==> config.mk <==
export PLATFORM = sky130hd
export DESIGN_NAME = ppi_ctrl_decoder
export DESIGN_NICKNAME = d
export VERILOG_FILES = /design/src/rtl/ppi_pkg.sv /design/src/rtl/ppi_bus_if.sv /design/src/rtl/ppi_ctrl_reg.sv /design/src/rtl/ppi_port_latch.sv /design/src/rtl/ppi_ctrl_decoder.sv
export SDC_FILE = /design/constraint.sdc
export NUM_CORES = 1
export LEC_CHECK = 0
export BUFFER_PORTS_ARGS = -buffer_cell sky130_fd_sc_hd__buf_2
export CAP_MARGIN = 25
export CORE_AREA = 3 3 66 68
export CTS_BUF_LIST = sky130_fd_sc_hd__clkbuf_8
export CTS_CLUSTER_SIZE = 16
export DETAILED_ROUTE_END_ITERATION = 7
export DIE_AREA = 0 0 69 71
export GPL_TIMING_DRIVEN = 0
export HOLD_SLACK_MARGIN = 0.08
export PLACE_DENSITY = 0.8
export SYNTH_ARGS = -nofsm -noshare
export SYNTH_HDL_FRONTEND = slang
export SYNTH_SLANG_ARGS = --single-unit
==> constraint.sdc <==
create_clock -name clk -period 1.9 [get_ports clk]
set_input_delay 0.38 -clock clk [delete_from_list [all_inputs] [get_ports clk]]
set_output_delay 0.38 -clock clk [all_outputs]
set_load 0.05 [all_outputs]
==> src/rtl/ppi_pkg.sv <==
package ppi_pkg;
    localparam int DW       = 8;
    localparam int NIB      = DW / 2;
    localparam int PINSEL_W = $clog2(DW);
    localparam logic [DW-1:0] RESET_WORD = 8'h9B;

    typedef enum logic [1:0] {
        SEL_A    = 2'd0,
        SEL_B    = 2'd1,
        SEL_C    = 2'd2,
        SEL_CTRL = 2'd3
    } sel_e;

    typedef enum logic [1:0] {
        GM_SIMPLE  = 2'd0,
        GM_STROBED = 2'd1,
        GM_BIDIR   = 2'd2
    } gmode_e;

    typedef struct packed {
        logic we;
        logic re;
        sel_e sel;
    } bus_t;

    typedef struct packed {
        gmode_e grp_a;
        logic   grp_b;
        logic   a_in;
        logic   cu_in;
        logic   b_in;
        logic   cl_in;
    } cfg_t;

    function automatic cfg_t decode_word(input logic [6:0] w);
        cfg_t c;
        c.a_in  = w[4];
        c.cu_in = w[3];
        c.b_in  = w[1];
        c.cl_in = w[0];
        c.grp_b = w[2];
        if (w[6])      c.grp_a = GM_BIDIR;
        else if (w[5]) c.grp_a = GM_STROBED;
        else           c.grp_a = GM_SIMPLE;
        return c;
    endfunction
endpackage

==> src/rtl/ppi_bus_if.sv <==
module ppi_bus_if
    import ppi_pkg::*;
(
    input  logic       cs_n,
    input  logic       rd_n,
    input  logic       wr_n,
    input  logic [1:0] addr,
    output bus_t       bus
);
    always_comb begin
        bus.we  = !cs_n && !wr_n && rd_n;
        bus.re  = !cs_n && !rd_n && wr_n;
        bus.sel = sel_e'(addr);
    end
endmodule

==> src/rtl/ppi_ctrl_reg.sv <==
module ppi_ctrl_reg
    import ppi_pkg::*;
(
    input  logic                clk,
    input  logic                rst,
    input  bus_t                bus,
    input  logic [DW-1:0]       din,
    output logic [DW-1:0]       word_q,
    output logic                mode_wr,
    output logic                bit_wr,
    output logic [PINSEL_W-1:0] bit_idx,
    output logic                bit_val
);
    logic ctrl_hit;

    always_comb begin
        ctrl_hit = bus.we && (bus.sel == SEL_CTRL);
        mode_wr  = ctrl_hit && din[DW-1];
        bit_wr   = ctrl_hit && !din[DW-1];
        bit_idx  = din[PINSEL_W:1];
        bit_val  = din[0];
    end

    always_ff @(posedge clk) begin
        if (rst)          word_q <= RESET_WORD;
        else if (mode_wr) word_q <= din;
    end
endmodule

==> src/rtl/ppi_port_latch.sv <==
module ppi_port_latch
    import ppi_pkg::*;
#(
    parameter int W      = DW,
    parameter bit BITOPS = 1'b0
) (
    input  logic                 clk,
    input  logic                 rst,
    input  logic                 clr,
    input  logic                 wr,
    input  logic [W-1:0]         din,
    input  logic                 bit_wr,
    input  logic [$clog2(W)-1:0] bit_idx,
    input  logic                 bit_val,
    output logic [W-1:0]         q
);
    logic [W-1:0] nxt;

    generate
        if (BITOPS) begin : g_bitops
            always_comb begin
                nxt = q;
                if (clr)         nxt = '0;
                else if (wr)     nxt = din;
                else if (bit_wr) nxt[bit_idx] = bit_val;
            end
        end else begin : g_plain
            logic unused_bits;
            assign unused_bits = bit_wr ^ bit_val ^ (^bit_idx);
            always_comb begin
                nxt = q;
                if (clr)     nxt = '0;
                else if (wr) nxt = din;
            end
        end
    endgenerate

    always_ff @(posedge clk) begin
        if (rst) q <= '0;
        else     q <= nxt;
    end
endmodule

==> src/rtl/ppi_ctrl_decoder.sv <==
module ppi_ctrl_decoder
    import ppi_pkg::*;
(
    input  logic          clk,
    input  logic          rst,
    input  logic          cs_n,
    input  logic          rd_n,
    input  logic          wr_n,
    input  logic [1:0]    addr,
    input  logic [DW-1:0] din,
    output logic [DW-1:0] dout,
    output logic          dout_en,
    input  logic [DW-1:0] pa_pins_in,
    output logic [DW-1:0] pa_drv,
    output logic          pa_en,
    input  logic [DW-1:0] pb_pins_in,
    output logic [DW-1:0] pb_drv,
    output logic          pb_en,
    input  logic [DW-1:0] pc_pins_in,
    output logic [DW-1:0] pc_drv,
    output logic          pc_hi_en,
    output logic          pc_lo_en,
    output logic [1:0]    grp_a_mode,
    output logic          grp_b_mode
);
    bus_t                bus;
    logic [DW-1:0]       ctrl_word;
    logic                mode_wr;
    logic                bit_wr;
    logic [PINSEL_W-1:0] bit_idx;
    logic                bit_val;
    cfg_t                cfg;
    logic [DW-1:0]       pc_view;

    ppi_bus_if u_bus (
        .cs_n(cs_n), .rd_n(rd_n), .wr_n(wr_n), .addr(addr), .bus(bus)
    );

    ppi_ctrl_reg u_ctrl (
        .clk(clk), .rst(rst), .bus(bus), .din(din), .word_q(ctrl_word),
        .mode_wr(mode_wr), .bit_wr(bit_wr), .bit_idx(bit_idx), .bit_val(bit_val)
    );

    ppi_port_latch #(.W(DW), .BITOPS(1'b0)) u_pa (
        .clk(clk), .rst(rst), .clr(mode_wr),
        .wr(bus.we && bus.sel == SEL_A), .din(din),
        .bit_wr(1'b0), .bit_idx('0), .bit_val(1'b0), .q(pa_drv)
    );

    ppi_port_latch #(.W(DW), .BITOPS(1'b0)) u_pb (
        .clk(clk), .rst(rst), .clr(mode_wr),
        .wr(bus.we && bus.sel == SEL_B), .din(din),
        .bit_wr(1'b0), .bit_idx('0), .bit_val(1'b0), .q(pb_drv)
    );

    ppi_port_latch #(.W(DW), .BITOPS(1'b1)) u_pc (
        .clk(clk), .rst(rst), .clr(mode_wr),
        .wr(bus.we && bus.sel == SEL_C), .din(din),
        .bit_wr(bit_wr), .bit_idx(bit_idx), .bit_val(bit_val), .q(pc_drv)
    );

    always_comb begin
        cfg        = decode_word(ctrl_word[DW-2:0]);
        pa_en      = !cfg.a_in;
        pb_en      = !cfg.b_in;
        pc_hi_en   = !cfg.cu_in;
        pc_lo_en   = !cfg.cl_in;
        grp_a_mode = cfg.grp_a;
        grp_b_mode = cfg.grp_b;
        pc_view[DW-1:NIB] = cfg.cu_in ? pc_pins_in[DW-1:NIB] : pc_drv[DW-1:NIB];
        pc_view[NIB-1:0]  = cfg.cl_in ? pc_pins_in[NIB-1:0]  : pc_drv[NIB-1:0];
        dout_en = bus.re;
        unique case (bus.sel)
            SEL_A:   dout = cfg.a_in ? pa_pins_in : pa_drv;
            SEL_B:   dout = cfg.b_in ? pb_pins_in : pb_drv;
            SEL_C:   dout = pc_view;
            default: dout = ctrl_word;
        endcase
    end
endmodule

## Yosys cells after proc, flatten, opt, wreduce, memory -nomap -nowiden

Index checks and enable logic that the tools add are counted.

- Bits in writable memories: 0
- Output and inout port bits: 40
- Latch bits: 0
- Logic and storage cells: 43
- Bits in read-only memories: 0
- Memories kept: 0
- Register bits after elaboration: 32

- Divide/modulo/power cells: 0
- Add/subtract/negate cells: 0
- Reductions and logical operators: 22
- Order comparisons: 2
- $mul: 0
- Mux-type cells: 12
- Shift operators: 0
- Eq/ne operators: 3
- Bitwise logic cells: 0

Operators with widths:

| kind | number |
|---|---|
| 2-to-1 mux 8 bit | 4 |
| one-hot mux 8 bit (3 select lines) | 1 |
| logical AND 1 bit | 11 |
| bitwise mux 8 bit | 1 |
| zero test 1 bit | 8 |
| 2-to-1 mux 4 bit | 2 |
| == test 2 bit, second input constant | 2 |
| less-than comparator 3 x 4 -> 1 bit, second input constant | 1 |
| demux 1 bit (select 3 bit) | 1 |
| >= comparator 3 x 1 -> 1 bit, second input constant | 1 |
| == test 2 x 1 -> 1 bit, second input constant | 1 |
| zero test 2 bit | 1 |
| 2-to-1 mux 1 bit | 2 |
| 2-to-1 mux 2 bit | 1 |
| nonzero test 2 bit | 1 |
| OR reduction 2 bit | 1 |

## Depth between registers and ports, before layout

- Depth after elaboration: 7
- Mapped depth: 8
- Gate-level depth less buffers: 4

## Cells and area by module

From an unflattened synthesis, not the netlist that was laid out.

- Cells, all modules: 210
- Area, all modules: 1996.9 um^2

Modules (own cells, without submodules):

| module | instances | cells an instance | area an instance (um^2) |
|---|---|---|---|
| ppi_port_latch (u_pa ...) | 2 | 27 | 295.3 |
| ppi_ctrl_decoder | 1 | 69 | 568.0 |
| ppi_port_latch (u_pc) | 1 | 44 | 439.2 |
| ppi_ctrl_reg | 1 | 39 | 369.1 |
| ppi_bus_if | 1 | 4 | 30.0 |

## Least setup slack after synthesis

No wires, ideal clock.

- Path kind: input-to-output
- Start point: input port addr[1]
- End point: output port dout[1]
- Setup slack: -0.565 ns
- Buffers on the path: 2
- Data arrival time: 2.085 ns
- Required time: 1.520 ns
- Stages: 4
- Path through: buf_2 > buf_1 > o21ai_0 > o21ai_0

- Word-level cells in the longest chain between the ends: 2

Ends and longest elaborated chain:

| what | RTL line | source |
|---|---|---|
| start, declared | ppi_ctrl_decoder.sv:9 | `input logic [1:0] addr,` |
| == test 2 bit, or another cell as far along | ppi_ctrl_decoder.sv:73 | `unique case (bus.sel)` |
| one-hot mux 8 bit (3 select lines) (*) | ppi_ctrl_decoder.sv:73 |  |
| end, declared | ppi_ctrl_decoder.sv:11 | `output logic [DW-1:0] dout,` |

Mark *: on every way between the ends. The rest lies on a longest branch, timed or not.

## Worst setup path in the final report

- Start point: register u_ctrl.word_q[1]
- End point: output port dout[5]

- Word-level cells in the longest chain between the ends: 2

Ends and longest elaborated chain:

| what | RTL line | source |
|---|---|---|
| start, declared | ppi_ctrl_reg.sv:8 | `output logic [DW-1:0] word_q,` |
| start signal, assigned | ppi_ctrl_reg.sv:26 | `else if (mode_wr) word_q <= din;` |
| 2-to-1 mux 8 bit | ppi_ctrl_decoder.sv:75 | `SEL_B: dout = cfg.b_in ? pb_pins_in : pb_drv;` |
| one-hot mux 8 bit (3 select lines) | ppi_ctrl_decoder.sv:73 |  |

No other way between the ends.

==> flow_summary.html <==
<table>
<tr><th>Metric</th><th>Value</th></tr>
<tr><th colspan="2">STA</th></tr>
<tr><td>Highest Clock Rate</td><td>473.8 MHz</td></tr>
<tr><td>Headroom to the max-slew limit</td><td>around 62%</td></tr>
<tr><td>Setup total negative slack</td><td>-1.223 ns</td></tr>
<tr><td>Final setup slack of the worst path</td><td>-0.2107 ns</td></tr>
<tr><td>Slew @ Worst Pin</td><td>between 0.5 and 0.6 ns</td></tr>
<tr><td>Final Cycle Share</td><td>111.1%</td></tr>
<tr><td>Time the final worst path needs with I/O delays and setup</td><td>2.111 ns</td></tr>
<tr><td>Final-report setup violation count</td><td>7</td></tr>
<tr><td>Final Hold Violating Endpoints</td><td>0</td></tr>
<tr><td>Number of max-slew violations in the final report</td><td>0</td></tr>
<tr><td>RSZ-0062 raised after global routing</td><td>yes</td></tr>
<tr><td>Fin Clk Skew</td><td>0 ns</td></tr>
<tr><th colspan="2">Min path</th></tr>
<tr><td>Start point of the worst min-delay path</td><td>din[4]</td></tr>
<tr><td>Hold endpoint</td><td>u_ctrl.word_q[4]</td></tr>
<tr><td>Classification of the worst-slack hold path</td><td>input pin to flop</td></tr>
<tr><td>Worst hold stages</td><td>2</td></tr>
<tr><th colspan="2">Detailed routing</th></tr>
<tr><td>Total wire length</td><td>between 5000 and 6000 um</td></tr>
<tr><td>DRC</td><td>0</td></tr>
<tr><td>Drt first-iter violations</td><td>between 100 and 150</td></tr>
<tr><td>Routed via count divided by cell count</td><td>~5.6</td></tr>
<tr><td>Antenna-violating nets left</td><td>0</td></tr>
<tr><td>Routed wire per std cell</td><td>~17 um</td></tr>
<tr><td>Vias</td><td>around 1800</td></tr>
<tr><td>Initial DRT Pass Iterations</td><td>4</td></tr>
<tr><th colspan="2">Worst setup path</th></tr>
<tr><td>Depth of the worst register-to-register path</td><td>5</td></tr>
<tr><td>Reg-to-Reg End</td><td>u_ctrl.word_q[4]</td></tr>
<tr><td>Kind of critical path</td><td>flop to primary output</td></tr>
<tr><td>Crit. End Element</td><td>primary output</td></tr>
<tr><td>Required time reported for the critical path endpoint</td><td>roughly 1.5 ns</td></tr>
<tr><td>Maximum fanout along the worst path</td><td>8</td></tr>
<tr><td>Critical R2R Launch</td><td>u_ctrl.word_q[4]</td></tr>
<tr><td>Internal reg-to-reg setup slack</td><td>0.81 ns</td></tr>
<tr><td>Type of origin of the critical path</td><td>flop</td></tr>
<tr><td>Data arrival time of the critical path</td><td>approximately 1.7 ns</td></tr>
<tr><th colspan="2">Synthesis</th></tr>
<tr><td>Post-Synth Simple-Gate Area</td><td>around 16%</td></tr>
<tr><td>Syn Nets</td><td>roughly 230</td></tr>
<tr><td>List of most frequent post-synthesis cells</td><td>sky130_fd_sc_hd__dfxtp_1, sky130_fd_sc_hd__mux2i_1, sky130_fd_sc_hd__nor2_1</td></tr>
<tr><td>Top-area cell type share of the netlist area</td><td>33.49%</td></tr>
<tr><td>Synth area leaders</td><td>sky130_fd_sc_hd__dfxtp_1, sky130_fd_sc_hd__mux2i_1, sky130_fd_sc_hd__mux2_2</td></tr>
<tr><td>FFs w/ async S/R, synth</td><td>0%</td></tr>
<tr><td>Multiplexer fraction of the synthesized cell area</td><td>between 30% and 40%</td></tr>
<tr><td>Top-count cell post-synth</td><td>sky130_fd_sc_hd__dfxtp_1</td></tr>
<tr><td>Adder-cell share of the synthesized area</td><td>0%</td></tr>
<tr><td>Proportion of synthesized chip area in sequential cells</td><td>between 30% and 40%</td></tr>
<tr><td>Count of yosys warnings during synthesis</td><td>0</td></tr>
<tr><td>Post-synthesis cell count</td><td>approximately 200</td></tr>
<tr><td>Dominant register cell in the synthesized netlist</td><td>sky130_fd_sc_hd__dfxtp_1</td></tr>
<tr><td>Combinational family with the most area after synthesis</td><td>multiplexers</td></tr>
<tr><td>Cell accounting for the most synthesized area</td><td>sky130_fd_sc_hd__dfxtp_1</td></tr>
<tr><td>Mapped Avg Cell Area</td><td>roughly 9.8 sq um</td></tr>
<tr><td>Number of enable-type register cells in the synthesized netlist</td><td>0</td></tr>
<tr><td>Number of synthesized register bits</td><td>32</td></tr>
<tr><td>Compound-Gate Fraction of Synth Area</td><td>between 10% and 20%</td></tr>
<tr><td>Post-synth design cell area</td><td>about 0.0019 sq mm</td></tr>
<tr><td>Cell variety after synth</td><td>38</td></tr>
<tr><td>Xor and xnor area share after synthesis</td><td>0%</td></tr>
<tr><th colspan="2">Power and ir drop</th></tr>
<tr><td>Sequential share of power</td><td>43.3%</td></tr>
<tr><td>Power density over the cells</td><td>608.8 mW/mm^2</td></tr>
<tr><td>Worst VDD drop</td><td>roughly 0.43 mV</td></tr>
<tr><td>Portion of total power attributed to the clock network</td><td>33.2%</td></tr>
<tr><td>Leakage power</td><td>roughly 1.3 nW</td></tr>
<tr><td>Power Internal</td><td>between 1 and 1.5 mW</td></tr>
<tr><td>Combinational share of power</td><td>around a quarter</td></tr>
<tr><td>Switching power as a share of total power</td><td>just under 30%</td></tr>
<tr><td>Switching component of the power</td><td>465.9 uW</td></tr>
<tr><th colspan="2">Clock tree</th></tr>
<tr><td>Post-CTS Hold Buffers</td><td>0</td></tr>
<tr><td>Worst-case clock buffer depth</td><td>2</td></tr>
<tr><td>Clock transition time at the flip-flop clock pins of the worst setup and hold paths</td><td>around 0.060 ns</td></tr>
<tr><td>Count of clock tree sinks</td><td>32</td></tr>
<tr><td>TritonCTS clock tree</td><td>yes</td></tr>
<tr><td>Clock Tree Root</td><td>sky130_fd_sc_hd__clkbuf_8</td></tr>
<tr><td>Clock Latency Late Sink</td><td>between 0.2 and 0.3 ns</td></tr>
<tr><td>H-Tree Level Count</td><td>2</td></tr>
<tr><td>TritonCTS Buffers</td><td>5</td></tr>
<tr><th colspan="2">Outcome</th></tr>
<tr><td>Run status</td><td>finished, violations left</td></tr>
<tr><td>Violations in the final reports</td><td>negative setup slack</td></tr>
<tr><th colspan="2">GRT</th></tr>
<tr><td>Pin count of the biggest net entering global routing</td><td>11</td></tr>
<tr><td>Global-route wire length before repair</td><td>between 8000 and 9000 um</td></tr>
<tr><td>Overall Global Routing Usage</td><td>a little under a quarter</td></tr>
<tr><td>Global-route congestion overflow total</td><td>0</td></tr>
<tr><td>Number of antenna violations at the first check in global routing</td><td>0</td></tr>
<tr><td>Number of global-route vias before repair</td><td>between 1500 and 2000</td></tr>
<tr><th colspan="2">Final layout</th></tr>
<tr><td>Synthesis-to-finish area growth</td><td>36.04%</td></tr>
<tr><td>N_diodes</td><td>0</td></tr>
<tr><td>Area occupied by registers</td><td>650.6 sq um</td></tr>
<tr><td>Count of nets after finishing</td><td>roughly 320</td></tr>
<tr><td>Post-route core utilization</td><td>66.50%</td></tr>
<tr><td>Number of inserted filler cells in the final layout</td><td>roughly 320</td></tr>
<tr><td>Layout cell share with drive strength beyond 1</td><td>49.82%</td></tr>
<tr><td>Footprint of the multi-input gates</td><td>0.001170 sq mm</td></tr>
<tr><th colspan="2">Die</th></tr>
<tr><td>Die X-Extent</td><td>around 70 um</td></tr>
<tr><td>Initial standard-cell utilization of the core</td><td>48.88%</td></tr>
<tr><td>FP Rows</td><td>23</td></tr>
<tr><td>Floorplan die area</td><td>roughly 0.0049 sq mm</td></tr>
<tr><td>Vertical extent of the die</td><td>~70 um</td></tr>
<tr><td>Ports placed on the boundary</td><td>79</td></tr>
<tr><td>CORE AREA</td><td>0.003914 sq mm</td></tr>
<tr><th colspan="2">Placed design</th></tr>
<tr><td>Placer Congestion</td><td>roughly 0.9</td></tr>
<tr><td>Count of buffers inserted at the top-level ports</td><td>between 70 and 80</td></tr>
<tr><td>HPWL after detailed placement</td><td>4153 um</td></tr>
<tr><th colspan="2">Run</th></tr>
<tr><td>Count of maximum capacitance violations</td><td>0</td></tr>
</table>
-- how the worst max path moves through the flow --
stage | start | endpoint | depth (start not counted)
6_report | u_ctrl.word_q[1] | dout[5] | 3
5_1_grt | u_ctrl.word_q[4] | dout[3] | 4
4_1_cts | u_ctrl.word_q[4] | dout[5] | 4
3_5_place_dp | addr[1] | dout[0] | 6
3_3_place_gp | addr[1] | dout[0] | 6
2_1_floorplan | u_ctrl.word_q[1] | dout[1] | 4
-- timing repair --
| action | CTS | global route |
|---|---|---|
| cloned | 1 | 0 |
| gates resized for setup | 30 | 13 |
| setup buffers | 1 | 1 |
| setup endpoints to repair | 8 | 8 |
| pin swaps | 0 | 2 |
-- routing by layer --
| layer | part of all wire (%) | vias up | GRT usage [%] |
|---|---|---|---|
| li1 | - | 878 | - |
| met1 | 43 | 877 | 28.32 |
| met2 | 50 | 69 | 39.72 |
| met3 | 5.1 | 15 | 5.682 |
| met4 | 2.1 | 0 | 7.158 |
| met5 | 0 | - | 0 |
-- flip-flops by register name, indices dropped and copies added (netlist names) --
signal,count
u_ctrl.word_q,8
u_pa.q,8
u_pb.q,8
u_pc.q,8
-- cell type report --
cell class                 instances  share of cell area [%]
buffer                            17                   5.048
clock buffer                       6                   3.173
clock inverter                     2                  0.2885
inverter                           6                  0.8654
multi-input combinational        139                   44.95
sequential                        32                   25.00
tap                               50                   2.404
timing repair buffer              79                   18.27
-- cell usage in the layout (no fill, tap or decap), types with 3 or more instances in the layout --
master	instances
sky130_fd_sc_hd__mux4_2	6
sky130_fd_sc_hd__a31oi_1	4
sky130_fd_sc_hd__clkbuf_8	6
sky130_fd_sc_hd__nand3_1	4
sky130_fd_sc_hd__buf_2	70
sky130_fd_sc_hd__a211o_1	4
sky130_fd_sc_hd__buf_4	4
sky130_fd_sc_hd__buf_6	11
sky130_fd_sc_hd__mux2_4	6
sky130_fd_sc_hd__dfxtp_1	28
sky130_fd_sc_hd__nor2_1	23
sky130_fd_sc_hd__a21oi_1	5
sky130_fd_sc_hd__mux2i_1	25
sky130_fd_sc_hd__o21ai_0	7
sky130_fd_sc_hd__nand2_1	6
sky130_fd_sc_hd__inv_1	8
sky130_fd_sc_hd__o21ai_1	3
sky130_fd_sc_hd__o21ai_2	4
sky130_fd_sc_hd__nor2b_1	4
sky130_fd_sc_hd__buf_8	5
sky130_fd_sc_hd__mux2_2	14
sky130_fd_sc_hd__clkbuf_1	4
-- critical path, stage by stage (launching register included) --
cell and delay (ns):
sky130_fd_sc_hd__dfxtp_4 0.43, sky130_fd_sc_hd__mux2_2 0.36, sky130_fd_sc_hd__mux4_2 0.49, sky130_fd_sc_hd__buf_8 0.17
-- kinds of logic after synthesis --
group,Yosys count
buffers and inverters,24
flip-flops,32
AO/OA/AOI/OAI,33
multiplexers,51
AND/OR/NAND/NOR,55
-- power by group through the flow --
| stage | clock (mW) | combinational, mW | sequential (mW) |
|---|---|---|---|
| global route | 0.557 | 0.393 | 0.688 |
| detailed placement | 0 | 0.330 | 0.703 |
| floorplan | 0 | 0.201 | 0.728 |
| global placement | 0 | 0.322 | 0.702 |
| finish | 0.526 | 0.371 | 0.687 |
| CTS | 0.523 | 0.362 | 0.688 |
-- through the flow --
stage	setup WS [ns]	hold WS (ns)	cells	total power, mW	instance area (sq um)
after floorplan	-0.05442	0.4053	195	0.9291	1928
final	-0.2107	0.3908	331	1.585	2603
after global placement	-0.4442	0.4246	321	1.025	2371
after CTS	-0.2274	0.3829	330	1.572	2557
after detailed placement	-0.4541	0.4247	321	1.033	2371
after global routing	-0.2444	0.3856	331	1.637	2603
Note: power is estimated with default switching activity, not from simulation.
